**config.mk**
```make
export PLATFORM = sky130hd
export DESIGN_NAME = segbus_seq
export DESIGN_NICKNAME = d
export VERILOG_FILES = /design/src/rtl/segbus_pkg.sv /design/src/rtl/segbus_addr.sv /design/src/rtl/segbus_fsm.sv /design/src/rtl/segbus_pads.sv /design/src/rtl/segbus_seq.sv
export SDC_FILE = /design/constraint.sdc
export NUM_CORES = 1
export LEC_CHECK = 0
export ABC_AREA = 1
export BUFFER_PORTS_ARGS = -buffer_cell sky130_fd_sc_hd__buf_2
export CAP_MARGIN = 0
export CORE_AREA = 4 4 89 91
export DETAILED_ROUTE_END_ITERATION = 12
export DIE_AREA = 0 0 93 95
export PLACE_DENSITY = 0.73
export SYNTH_ARGS = -nofsm -noshare
export SYNTH_HDL_FRONTEND = slang
export SYNTH_SLANG_ARGS = --single-unit
```
**constraint.sdc**
```tcl
create_clock -name clk -period 1.9 [get_ports clk]
set_input_delay 0.38 -clock clk [delete_from_list [all_inputs] [get_ports clk]]
set_output_delay 0.38 -clock clk [all_outputs]
set_load 0.1 [all_outputs]
```
**src/rtl/segbus_pkg.sv**
```systemverilog
package segbus_pkg;
  localparam int SEG_W  = 16;
  localparam int OFF_W  = 16;
  localparam int ADDR_W = 20;
  localparam int DATA_W = 16;

  typedef enum logic [2:0] {
    ST_IDLE = 3'd0,
    ST_T1   = 3'd1,
    ST_T2   = 3'd2,
    ST_T3   = 3'd3,
    ST_T4   = 3'd4
  } bus_state_e;
endpackage

```
**src/rtl/segbus_addr.sv**
```systemverilog
module segbus_addr #(
  parameter int SEG_W  = 16,
  parameter int OFF_W  = 16,
  parameter int ADDR_W = 20,
  parameter int DATA_W = 16
) (
  input  logic              clk,
  input  logic              rst_n,
  input  logic              load_en,
  input  logic [SEG_W-1:0]  seg_i,
  input  logic [OFF_W-1:0]  off_i,
  input  logic              write_i,
  input  logic [DATA_W-1:0] wdata_i,
  output logic [ADDR_W-1:0] phys_q,
  output logic              write_q,
  output logic [DATA_W-1:0] wdata_q
);
  localparam int SHIFT = ADDR_W - SEG_W;

  logic [ADDR_W-1:0] base_w;
  logic [ADDR_W-1:0] off_w;
  logic [ADDR_W-1:0] sum_w;

  // Segment scaled by 16, offset zero-extended; the carry past the top bit is dropped.
  always_comb begin
    base_w = {seg_i, {SHIFT{1'b0}}};
    off_w  = ADDR_W'(off_i);
    sum_w  = base_w + off_w;
  end

  always_ff @(posedge clk or negedge rst_n) begin
    if (!rst_n) begin
      phys_q  <= '0;
      write_q <= 1'b0;
      wdata_q <= '0;
    end else if (load_en) begin
      phys_q  <= sum_w;
      write_q <= write_i;
      wdata_q <= wdata_i;
    end
  end
endmodule

```
**src/rtl/segbus_fsm.sv**
```systemverilog
module segbus_fsm
  import segbus_pkg::*;
(
  input  logic       clk,
  input  logic       rst_n,
  input  logic       req_valid,
  output logic       accept,
  output logic       idle,
  output bus_state_e state_q
);
  bus_state_e state_d;

  always_comb begin
    idle   = (state_q == ST_IDLE);
    accept = idle && req_valid;
    unique case (state_q)
      ST_IDLE: state_d = accept ? ST_T1 : ST_IDLE;
      ST_T1:   state_d = ST_T2;
      ST_T2:   state_d = ST_T3;
      ST_T3:   state_d = ST_T4;
      ST_T4:   state_d = ST_IDLE;
      default: state_d = ST_IDLE;
    endcase
  end

  always_ff @(posedge clk or negedge rst_n) begin
    if (!rst_n) state_q <= ST_IDLE;
    else        state_q <= state_d;
  end
endmodule

```
**src/rtl/segbus_pads.sv**
```systemverilog
module segbus_pads
  import segbus_pkg::*;
#(
  parameter int ADDR_W = 20,
  parameter int DATA_W = 16
) (
  input  logic              clk,
  input  logic              rst_n,
  input  bus_state_e        state_q,
  input  logic [ADDR_W-1:0] phys_q,
  input  logic              write_q,
  input  logic [DATA_W-1:0] wdata_q,
  input  logic [DATA_W-1:0] ad_i,
  output logic [ADDR_W-1:0] ad_o,
  output logic              ad_oe,
  output logic              ale,
  output logic              xmit,
  output logic [DATA_W-1:0] rd_data,
  output logic              done
);
  logic cap_en;
  logic end_t4;

  always_comb begin
    ad_o  = '0;
    ad_oe = 1'b0;
    ale   = 1'b0;
    xmit  = 1'b0;
    unique case (state_q)
      ST_T1: begin
        ad_o  = phys_q;
        ad_oe = 1'b1;
        ale   = 1'b1;
        xmit  = write_q;
      end
      ST_T2, ST_T3, ST_T4: begin
        xmit  = write_q;
        ad_oe = write_q;
        if (write_q) ad_o = ADDR_W'(wdata_q);
      end
      default: ;
    endcase
  end

  always_comb begin
    end_t4 = (state_q == ST_T4);
    cap_en = end_t4 && !write_q;
  end

  always_ff @(posedge clk or negedge rst_n) begin
    if (!rst_n)      rd_data <= '0;
    else if (cap_en) rd_data <= ad_i;
  end

  always_ff @(posedge clk or negedge rst_n) begin
    if (!rst_n) done <= 1'b0;
    else        done <= end_t4;
  end
endmodule

```
**src/rtl/segbus_seq.sv**
```systemverilog
module segbus_seq
  import segbus_pkg::*;
(
  input  logic              clk,
  input  logic              rst_n,
  input  logic              req_valid,
  input  logic              req_write,
  input  logic [SEG_W-1:0]  req_seg,
  input  logic [OFF_W-1:0]  req_off,
  input  logic [DATA_W-1:0] req_wdata,
  output logic              req_ready,
  output logic              done,
  output logic [DATA_W-1:0] rd_data,
  output logic [ADDR_W-1:0] ad_o,
  output logic              ad_oe,
  input  logic [DATA_W-1:0] ad_i,
  output logic              ale,
  output logic              xmit
);
  logic              rst_meta, rst_sync_n;
  logic              accept;
  bus_state_e        state_q;
  logic [ADDR_W-1:0] phys_q;
  logic              write_q;
  logic [DATA_W-1:0] wdata_q;

  // Reset asserts at once and releases on a clock edge.
  always_ff @(posedge clk or negedge rst_n) begin
    if (!rst_n) begin
      rst_meta   <= 1'b0;
      rst_sync_n <= 1'b0;
    end else begin
      rst_meta   <= 1'b1;
      rst_sync_n <= rst_meta;
    end
  end

  segbus_fsm u_fsm (
    .clk       (clk),
    .rst_n     (rst_sync_n),
    .req_valid (req_valid),
    .accept    (accept),
    .idle      (req_ready),
    .state_q   (state_q)
  );

  segbus_addr #(
    .SEG_W (SEG_W), .OFF_W (OFF_W), .ADDR_W (ADDR_W), .DATA_W (DATA_W)
  ) u_addr (
    .clk     (clk),
    .rst_n   (rst_sync_n),
    .load_en (accept),
    .seg_i   (req_seg),
    .off_i   (req_off),
    .write_i (req_write),
    .wdata_i (req_wdata),
    .phys_q  (phys_q),
    .write_q (write_q),
    .wdata_q (wdata_q)
  );

  segbus_pads #(
    .ADDR_W (ADDR_W), .DATA_W (DATA_W)
  ) u_pads (
    .clk     (clk),
    .rst_n   (rst_sync_n),
    .state_q (state_q),
    .phys_q  (phys_q),
    .write_q (write_q),
    .wdata_q (wdata_q),
    .ad_i    (ad_i),
    .ad_o    (ad_o),
    .ad_oe   (ad_oe),
    .ale     (ale),
    .xmit    (xmit),
    .rd_data (rd_data),
    .done    (done)
  );
endmodule

```
==> After elaboration in Yosys (flattened, before gate mapping) <==
Index checks and enable logic that the tools add are counted.
W data, S select, Z words.
{ "totals": {"mem_bits_ro": 0, "mem_count": 0, "output_inout_bits": 41, "latchBits": 0, "elab_cells": 26, "inputBits": 68, "register_bits": 59, "ramBits": 0} }
{ "op_classes": {"order_cmp": 0, "bitwise": 0, "n_mul": 0, "n_div": 0, "eq_ne": 4, "add_sub_neg": 1, "shifts": 0, "muxes": 7, "n_reduce_logical": 6} }
{ "ops": {"columns": ["op", "count"], "rows": [
  ["$pmux W20 S2", 1],
  ["$add A20 B16 Y20", 1],
  ["$mux W16", 1],
  ["$pmux W3 S4", 1],
  ["$eq A3 B2 Y1 const B", 2],
  ["$reduce_or A4 Y1", 1],
  ["$eq A3 B1 Y1 const B", 1],
  ["$eq A3 B3 Y1 const B", 1],
  ["$logic_not A3 Y1", 1],
  ["$mux W1", 3],
  ["$reduce_or A3 Y1", 1],
  ["$logic_and A1 B1 Y1", 2],
  ["$pmux W1 S2", 1],
  ["$logic_not A1 Y1", 1]
]} }

==> Depth between registers and ports, before layout <==
Gate-level depths: netlist of the first run.
{ "logic_depth": {"depth_word": 4, "mapped_depth": 11, "mapped_depth_nobuf": 11} }

==> Cells and area by module <==
From an unflattened synthesis of the first run, not the netlist that was laid out.
{ "hier_totals": {"cells_unflattened": 506, "hier_area_um2": 3574.7} }
{ "by_module_without_submodules": {"columns": ["mod", "instances", "area_per_inst_um2", "cells_per_inst", "seq_area_each_um2"], "rows": [
  ["segbus_addr", 1, 2189.6, 313, 925.9],
  ["segbus_pads", 1, 1197.4, 174, 425.4],
  ["segbus_fsm", 1, 133.9, 16, 75.1],
  ["segbus_seq", 1, 53.8, 3, 50.0]
]} }

==> Worst setup path before layout of the first run <==
Ideal clock, no wire load.
{ "synth_path": {"path_type": "reg2out", "startpoint": "register u_fsm.state_q[1]", "endpoint": "output ad_o[10]", "required_time_ps": 1520, "path_stages_with_launch": 4, "arrival_ps": 3103, "path_slack_ps": -1583, "path_buffers": 0, "cell_sequence": "dfrtp_1 nor3_2 clkinv_1 o21ai_0"} }
{ "synth_between": {"elab_chain_cells": 3, "elab_cells_between_ends": 6, "cone_classes": "4 x eq/ne; 1 x mux; 1 x reduce/logical"} }
{ "synth_lines": {"columns": ["item", "line_no", "source"], "rows": [
  ["from (decl)", "segbus_fsm.sv:9", "output bus_state_e state_q"],
  ["from (signal assigned)", "segbus_fsm.sv:28", "else state_q <= state_d;"],
  ["$eq A3 B3 Y1 or $eq A3 B2 Y1 (tied branches)", "segbus_pads.sv:29", "unique case (state_q)"],
  ["$reduce_or A3 Y1", "segbus_pads.sv:29", null],
  ["$pmux W20 S2 *", "segbus_pads.sv:29", null],
  ["to (decl)", "segbus_seq.sv:14", "output logic [ADDR_W-1:0] ad_o,"]
]} }
Mark *: on every way between the ends. The rest lies on a longest branch, timed or not.

==> Final worst setup path of the first run <==
{ "layout_path": {"startpoint": "register u_fsm.state_q[0]", "endpoint": "output ad_o[3]"} }
The elaborated chain is that of the path after synthesis.

==> results of run 1 <==
==> cells in the mapped netlist (2+ instances only) <==
library cell / n / area (µm²)
a21oi_1: 6 / 30.0
a32o_1: 12 / 120
and2_1: 3 / 18.8
buf_2: 4 / 20.0
buf_4: 3 / 22.5
clkbuf_1: 4 / 15.0
dfrtp_1: 59 / 1480
ha_1: 12 / 150
inv_1: 44 / 165
inv_2: 3 / 11.3
mux2_1: 10 / 113
mux2_2: 6 / 67.6
nand2_1: 162 / 608
nand2_2: 2 / 12.5
nand3_1: 23 / 115
nand3b_1: 3 / 22.5
nor2_1: 16 / 60.1
nor3_1: 3 / 15.0
o21ai_0: 13 / 65.1
or2_2: 5 / 31.3
xnor2_1: 2 / 17.5
==> sequential cells by signal (all words and copies together) (netlist names) <==
name,flops
u_addr.phys_q,20
u_addr.wdata_q,16
u_pads.rd_data,16
u_fsm.state_q,3
rst_meta,1
rst_sync_n,1
u_addr.write_q,1
u_pads.done,1
==> kinds of logic (layout without fill, tap and decap cells) <==
| kind of cell | Yosys count | count (layout) | share of synthesized area |
|---|---|---|---|
| AO/OA/AOI/OAI | 32 | 32 | 0.0691 |
| flip-flops | 59 | 59 | 0.456 |
| multiplexers | 16 | 16 | 0.0556 |
| other | 1 | 1 | 0.00116 |
| buffers and inverters | 60 | 190 | 0.0749 |
| AND/OR/NAND/NOR | 221 | 221 | 0.283 |
| XOR/XNOR | 3 | 3 | 0.00811 |
| adder cells (fa/ha/maj) | 13 | 13 | 0.0525 |
==> routing by layer <==
metal,track usage,routed length (µm),vias up
met5,0,0,-
li1,-,-,1543
met2,0.355,4290,102
met3,0.0343,493,18
met1,0.264,3720,1488
met4,0.0928,161,0
==> repair_timing <==
item	in CTS	in global routing
pin swaps	4	4
gates resized for setup	11	9
setup endpoints to repair	22	23
hold buffers	1	0
hold endpoints to repair	2	0
gates cloned	2	0
setup buffers	3	1
==> final timing paths <==
| check | from | to | slack [ns] | cells past startpoint |
|---|---|---|---|---|
| setup / recovery | u_fsm.state_q[0] | ad_o[3] | -0.25 | 6 |
| hold / removal | req_wdata[1] | u_addr.wdata_q[1] | 0.24 | 3 |
| min in group asynchronous | rst_n | rst_meta | 0.36 | 2 |
| hold reg to reg | rst_meta | rst_sync_n | 0.36 | 0 |
| max in group asynchronous | rst_sync_n | u_fsm.state_q[2] | 0.99 | 1 |
| setup reg to reg | u_fsm.state_q[0] | u_addr.write_q | 0.25 | 9 |
==> cell usage in the layout, fill, tap and decap left out, types with 4 or more instances in the layout <==
| master | synthesis | layout |
|---|---|---|
| o21ai_0 | 13 | 8 |
| o21ai_4 | 0 | 5 |
| buf_4 | 3 | 10 |
| nor2_1 | 16 | 11 |
| nand3_2 | 0 | 4 |
| a32o_2 | 0 | 6 |
| clkbuf_8 | 0 | 11 |
| or2_2 | 5 | 5 |
| ha_1 | 12 | 12 |
| mux2_2 | 6 | 6 |
| a32o_4 | 0 | 6 |
| nand2_1 | 162 | 159 |
| a21oi_1 | 6 | 6 |
| nand3_1 | 23 | 19 |
| nor2_4 | 1 | 6 |
| inv_1 | 44 | 43 |
| buf_12 | 0 | 27 |
| mux2_1 | 10 | 10 |
| dfrtp_1 | 59 | 57 |
| buf_2 | 4 | 84 |
==> cell type report <==
type,count,area [µm²]
inverters,48,185
well taps,99,124
flip-flops and latches,59,1480
fillers,606,2270
clock inverters,4,72.6
repair buffers,126,1120
multi-input cells,286,1730
clock buffers,12,155
==> metrics by stage <==
| stage | TNS [ns] | hold WS [ns] | area, µm² |
|---|---|---|---|
| floorplan | -1.39 | 0.0844 | 3420 |
| global placement | 0 | 0.167 | 4500 |
| detailed placement | -0.0664 | 0.166 | 4500 |
| CTS | -4.72 | 0.226 | 4840 |
| global route | -5.93 | 0.239 | 4870 |
| finish | -4.36 | 0.243 | 4870 |
==> tightest hold or removal path, stage by stage <==
cell and delay, ns:
buf_2 0.07, nand2_1 0.04, nand2_1 0.04
==> flow_summary.json, run 1 <==
{
  "fmax_ghz": 0.466,
  "die_h_um": 95,
  "fin_ws_ns": -0.247,
  "grt_start_max_net_pins": 58,
  "crit_path_top_delay_cell": "dfrtp_1",
  "rsz0062_at_grt": "yes",
  "outcome": "finished with violations",
  "synth_edf_count": 0,
  "grt_overflow": 0,
  "endpoint_kind": "primary output",
  "relSlewSlack": 0.524,
  "dp.cells": 611,
  "antennaDiodeCount": 0,
  "syn-mean-instance-area_um2": 8.00,
  "vias_per_cell": 4.97,
  "cp_data_required_time_ns": 1.52,
  "setup.worst_path.class": "reg2out",
  "maxSlewViolCount": 0,
  "cp_max_fo": 7,
  "vias": 3151,
  "ys_seq_elements": 59,
  "die_w_um": 93,
  "insertion_delay_ns": 0.33,
  "ios": 109,
  "grt_antenna_before_repair": 0,
  "violations": "setup timing",
  "synth_cell_types": 31,
  "crit_chain": "nor2_2, inv_2, o21ai_4, clkbuf_16, a32o_2, buf_12",
  "syn_to_final_growth_pct": 50.3,
  "path_clk_slew_ns": 0.07,
  "dieArea_mm2": 0.00884,
  "root_buffer": "clkbuf_8",
  "start_util": 0.454,
  "post-route-util": 0.683,
  "fin_worst_skew_ns": 0.0127,
  "cp-start-kind": "flip-flop",
  "final_cells": 634,
  "layout.nets": 611,
  "synthFlopType": "dfrtp_1",
  "track_usage": 0.209,
  "htreeDepth": 3,
  "cts_max_path_buffers": 2,
  "numCtsBuffers": 9,
  "netlist_area_mm2": 0.00324,
  "drtIter0Drc": 125,
  "finalSetupViolCount": 23,
  "synth_cells": 405,
  "routedWlPerCell_um": 13.7,
  "critPathMaxStageDelay_ns": 0.40,
  "syn_nets": 486,
  "route.final.wire_length_um": 8660,
  "pre_cts_ws_ns": -0.0404,
  "layout-drive-gt1-share": 0.361,
  "hold_path_class": "in2reg",
  "hold_violations": 0,
  "critPathTopFamily": "buffers and inverters",
  "io_buffers": 108,
  "cts_tree": "built",
  "rows": 31,
  "seq_area_frac_synth": 0.456,
  "core_region_area_mm2": 0.00714,
  "gp_congestion": 0.921,
  "min_period_ns": 2.15,
  "cp_data_arrival_time_ns": 1.77,
  "synth_async_sr_flop_share": 1.00,
  "cts.sinks": 59,
  "grt_pass1_vias": 3167,
  "yosys_warnings": 0,
  "ant_nets": 0,
  "drc": 0,
  "grt_pass1_wl_um": 14700,
  "max_cap_violations": 0,
  "critPathBufInv": 3,
  "dr.pass1.iters": 4,
  "tightestPinTransition_ns": 0.714,
  "dp_hpwl_um": 6430,
  "fin_crit_sh": 1.13
}
Power of run 1 is left out: the tool's default activity adds up to more than one toggle a clock period on the data nets, which glitch-free logic cannot reach.
==> run 2: changes to the inputs <==
- ABC_AREA: 1 -> unset
- CORE_AREA: 4 4 89 91 -> 4 4 87 89
- DIE_AREA: 0 0 93 95 -> 0 0 91 93
- PLACE_DENSITY: 0.73 -> 0.72
==> run 2 against run 1 <==
Compared with the run above:
- the run still ends with setup timing left
- non-clock buffer count up 24
- cell count down 24%
- fmax up 0.94%
- wire length down 12%
- utilization up 2.9 points
- die area down 4.2%
- design area down 1.3%
- critical path depth down 1
==> flow_summary.json, run 2 <==
{
  "antennaDiodeCount": 0,
  "grt_pass1_vias": 2554,
  "regMostFlops": "u_addr.phys_q",
  "core_region_area_mm2": 0.00676,
  "synth_top_family_by_area": "multiplexers",
  "ios": 109,
  "min_period_ns": 2.13,
  "cts_max_path_buffers": 2,
  "yosys_warnings": 0,
  "fin_crit_sh": 1.12,
  "cts_tree": "built",
  "fin_ws_ns": -0.227,
  "synth_top_area_share": 0.496,
  "cp-start-kind": "flip-flop",
  "synthMostInstantiatedCell": "dfrtp_1",
  "htreeDepth": 3,
  "routedWlPerCell_um": 15.9,
  "synth_cell_types": 44,
  "finalSetupViolCount": 23,
  "path_clk_slew_ns": 0.06,
  "syn_to_final_growth_pct": 61.4,
  "fillers": 480,
  "synth_edf_count": 0,
  "synthXorXnorAreaFrac": 0.0441,
  "design_area_mm2": 0.00481,
  "largest_reg_flops": 20,
  "dr.pass1.iters": 4,
  "grt_pass1_wl_um": 12500,
  "place_area_mm2": 0.00435,
  "grt_overflow": 0,
  "drtIter0Drc": 82,
  "io_buffers": 108,
  "dp_hpwl_um": 5270,
  "final_cell_mix": "buf_2 (84), dfrtp_1 (56), mux2_2 (40), buf_4 (30), buf_12 (28)",
  "cp_data_arrival_time_ns": 1.75,
  "yosys-top-cells-area": "dfrtp_1 (50%), mux2_2 (15%), ha_1 (5.0%)",
  "multiInputGateArea_mm2": 0.00165,
  "drc": 0,
  "max_cap_violations": 0,
  "regArea_mm2": 0.00148,
  "synthSimpleGateAreaFrac": 0.0840,
  "synth_adder_area_share": 0.0571,
  "cp_max_fo": 6,
  "r2r_start": "u_fsm.state_q[0]",
  "grt_start_max_net_pins": 58,
  "setup.worst_path.class": "reg2out",
  "hold_violations": 0,
  "netlist_area_mm2": 0.00298,
  "synth_common_cells": "dfrtp_1 (59), mux2_2 (40), nand2_1 (22), a22o_1 (16)",
  "hold_path_class": "reg2async",
  "die_h_um": 93,
  "layout.nets": 478,
  "syn_nets": 328,
  "seq_area_frac_synth": 0.496,
  "outcome": "finished with violations",
  "rows": 30,
  "insertion_delay_ns": 0.33,
  "met2_wirelength_um": 3720,
  "layout-drive-gt1-share": 0.627,
  "fin_worst_skew_ns": 0.00584,
  "gp_congestion": 0.897,
  "synthFlopType": "dfrtp_1",
  "root_buffer": "clkbuf_8",
  "start_util": 0.441,
  "track_usage": 0.186,
  "synth_mux_area_frac": 0.151,
  "die_w_um": 91,
  "ys_seq_elements": 59,
  "dieArea_mm2": 0.00846,
  "vias_per_cell": 5.15,
  "synth_cells": 247,
  "endpoint_kind": "primary output",
  "route.final.wire_length_um": 7670,
  "cp_data_required_time_ns": 1.52,
  "cts.sinks": 59,
  "top_regs": "u_addr.phys_q: 20 flops, u_addr.wdata_q: 16 flops, u_pads.rd_data: 16 flops",
  "fmax_ghz": 0.470,
  "wl_met1_um": 3370,
  "yosysTopAreaCell": "dfrtp_1",
  "wl_met3_um": 452,
  "synth_compound_area_frac": 0.145,
  "critPathLaunch": "u_fsm.state_q[1]",
  "rsz0062_at_grt": "yes",
  "syn-mean-instance-area_um2": 12.1,
  "maxSlewViolCount": 0,
  "ant_nets": 0,
  "maxUsedRoutingLayer": "met4",
  "vias": 2484,
  "synth_async_sr_flop_share": 1.00,
  "numCtsBuffers": 9,
  "final_common_cell": "buf_2",
  "violations": "setup timing",
  "grt_antenna_before_repair": 0
}
## run 2: changes by cell type after synthesis, moves of 10 or more
cell / delta
a22o_1: +16
a32o_1: -12
inv_1: -42
mux2_1: -10
mux2_2: +34
nand2_1: -140
nand3_1: -20
nor2_1: -13
## run 2: what timing repair did
| action | 4_1_cts | 5_1_grt |
|---|---|---|
| cloned | 1 | 2 |
| resized for setup | 6 | 13 |
| endpoints found under the hold margin | 2 | 0 |
| setup endpoints to repair | 23 | 25 |
| pin swaps | 3 | 11 |
| buffers inserted | 8 | 4 |
| hold buffers | 1 | 0 |
## run 2: layout make-up
type                            instances  share of cell area
Clock buffer                           12              0.0344
Clock inverter                          4              0.0198
Inverter                                2             0.00156
Multi-Input combinational cell        175               0.343
Sequential cell                        59               0.308
Tap cell                               80              0.0208
Timing Repair Buffer                  150               0.272
## run 2: cells by family (layout without fill, tap and decap cells)
kind of cell               count (synthesis)  in the layout
AOI/OAI and AO/OA                         59             59
xor gates and xnor gates                  15             15
adders and majority gates                 13             13
buffers and inverters                     13            168
DFF                                       59             59
muxes                                     40             40
other                                      1              1
and+or+nand+nor                           47             47
## run 2: final timing paths
check                                endpoint  slack (ns)  cells after the start
max                                  ad_o[13]       -0.23                      5
min                          u_addr.phys_q[0]        0.26                      1
max reg2reg                u_addr.wdata_q[15]        0.19                      7
min reg2reg                  u_addr.phys_q[0]        0.26                      1
max in group asynchronous    u_fsm.state_q[1]        1.38                      1
min in group clk           u_addr.wdata_q[10]        0.28                      2
## run 2: through the flow
stage          hold WS (ns)  setup slack (ns)  utilization  cells  setup TNS (ns)
2_1_floorplan        0.0844            -0.191            -    247           -4.94
3_5_place_dp          0.167            -0.264        0.644    451           -1.37
4_1_cts               0.270            -0.214        0.700    477           -4.47
3_3_place_gp          0.165            -0.190        0.644    451          -0.981
5_1_grt               0.262            -0.286        0.711    482           -5.78
6_report              0.264            -0.227        0.711    482           -4.48
## run 2: critical path, cell delays in order, from the launching register on
cell	delay, ns
dfrtp_2	0.45
nor2b_2	0.18
o21a_4	0.23
clkbuf_16	0.17
a22o_4	0.22
buf_12	0.16
## run 2: layer usage
layer | vias up | global-route usage
li1 | 1197 | -
met1 | 1175 | 0.235
met2 | 97 | 0.313
met3 | 15 | 0.0378
met4 | 0 | 0.0791
met5 | - | 0
Power of run 2 is left out for the same reason.
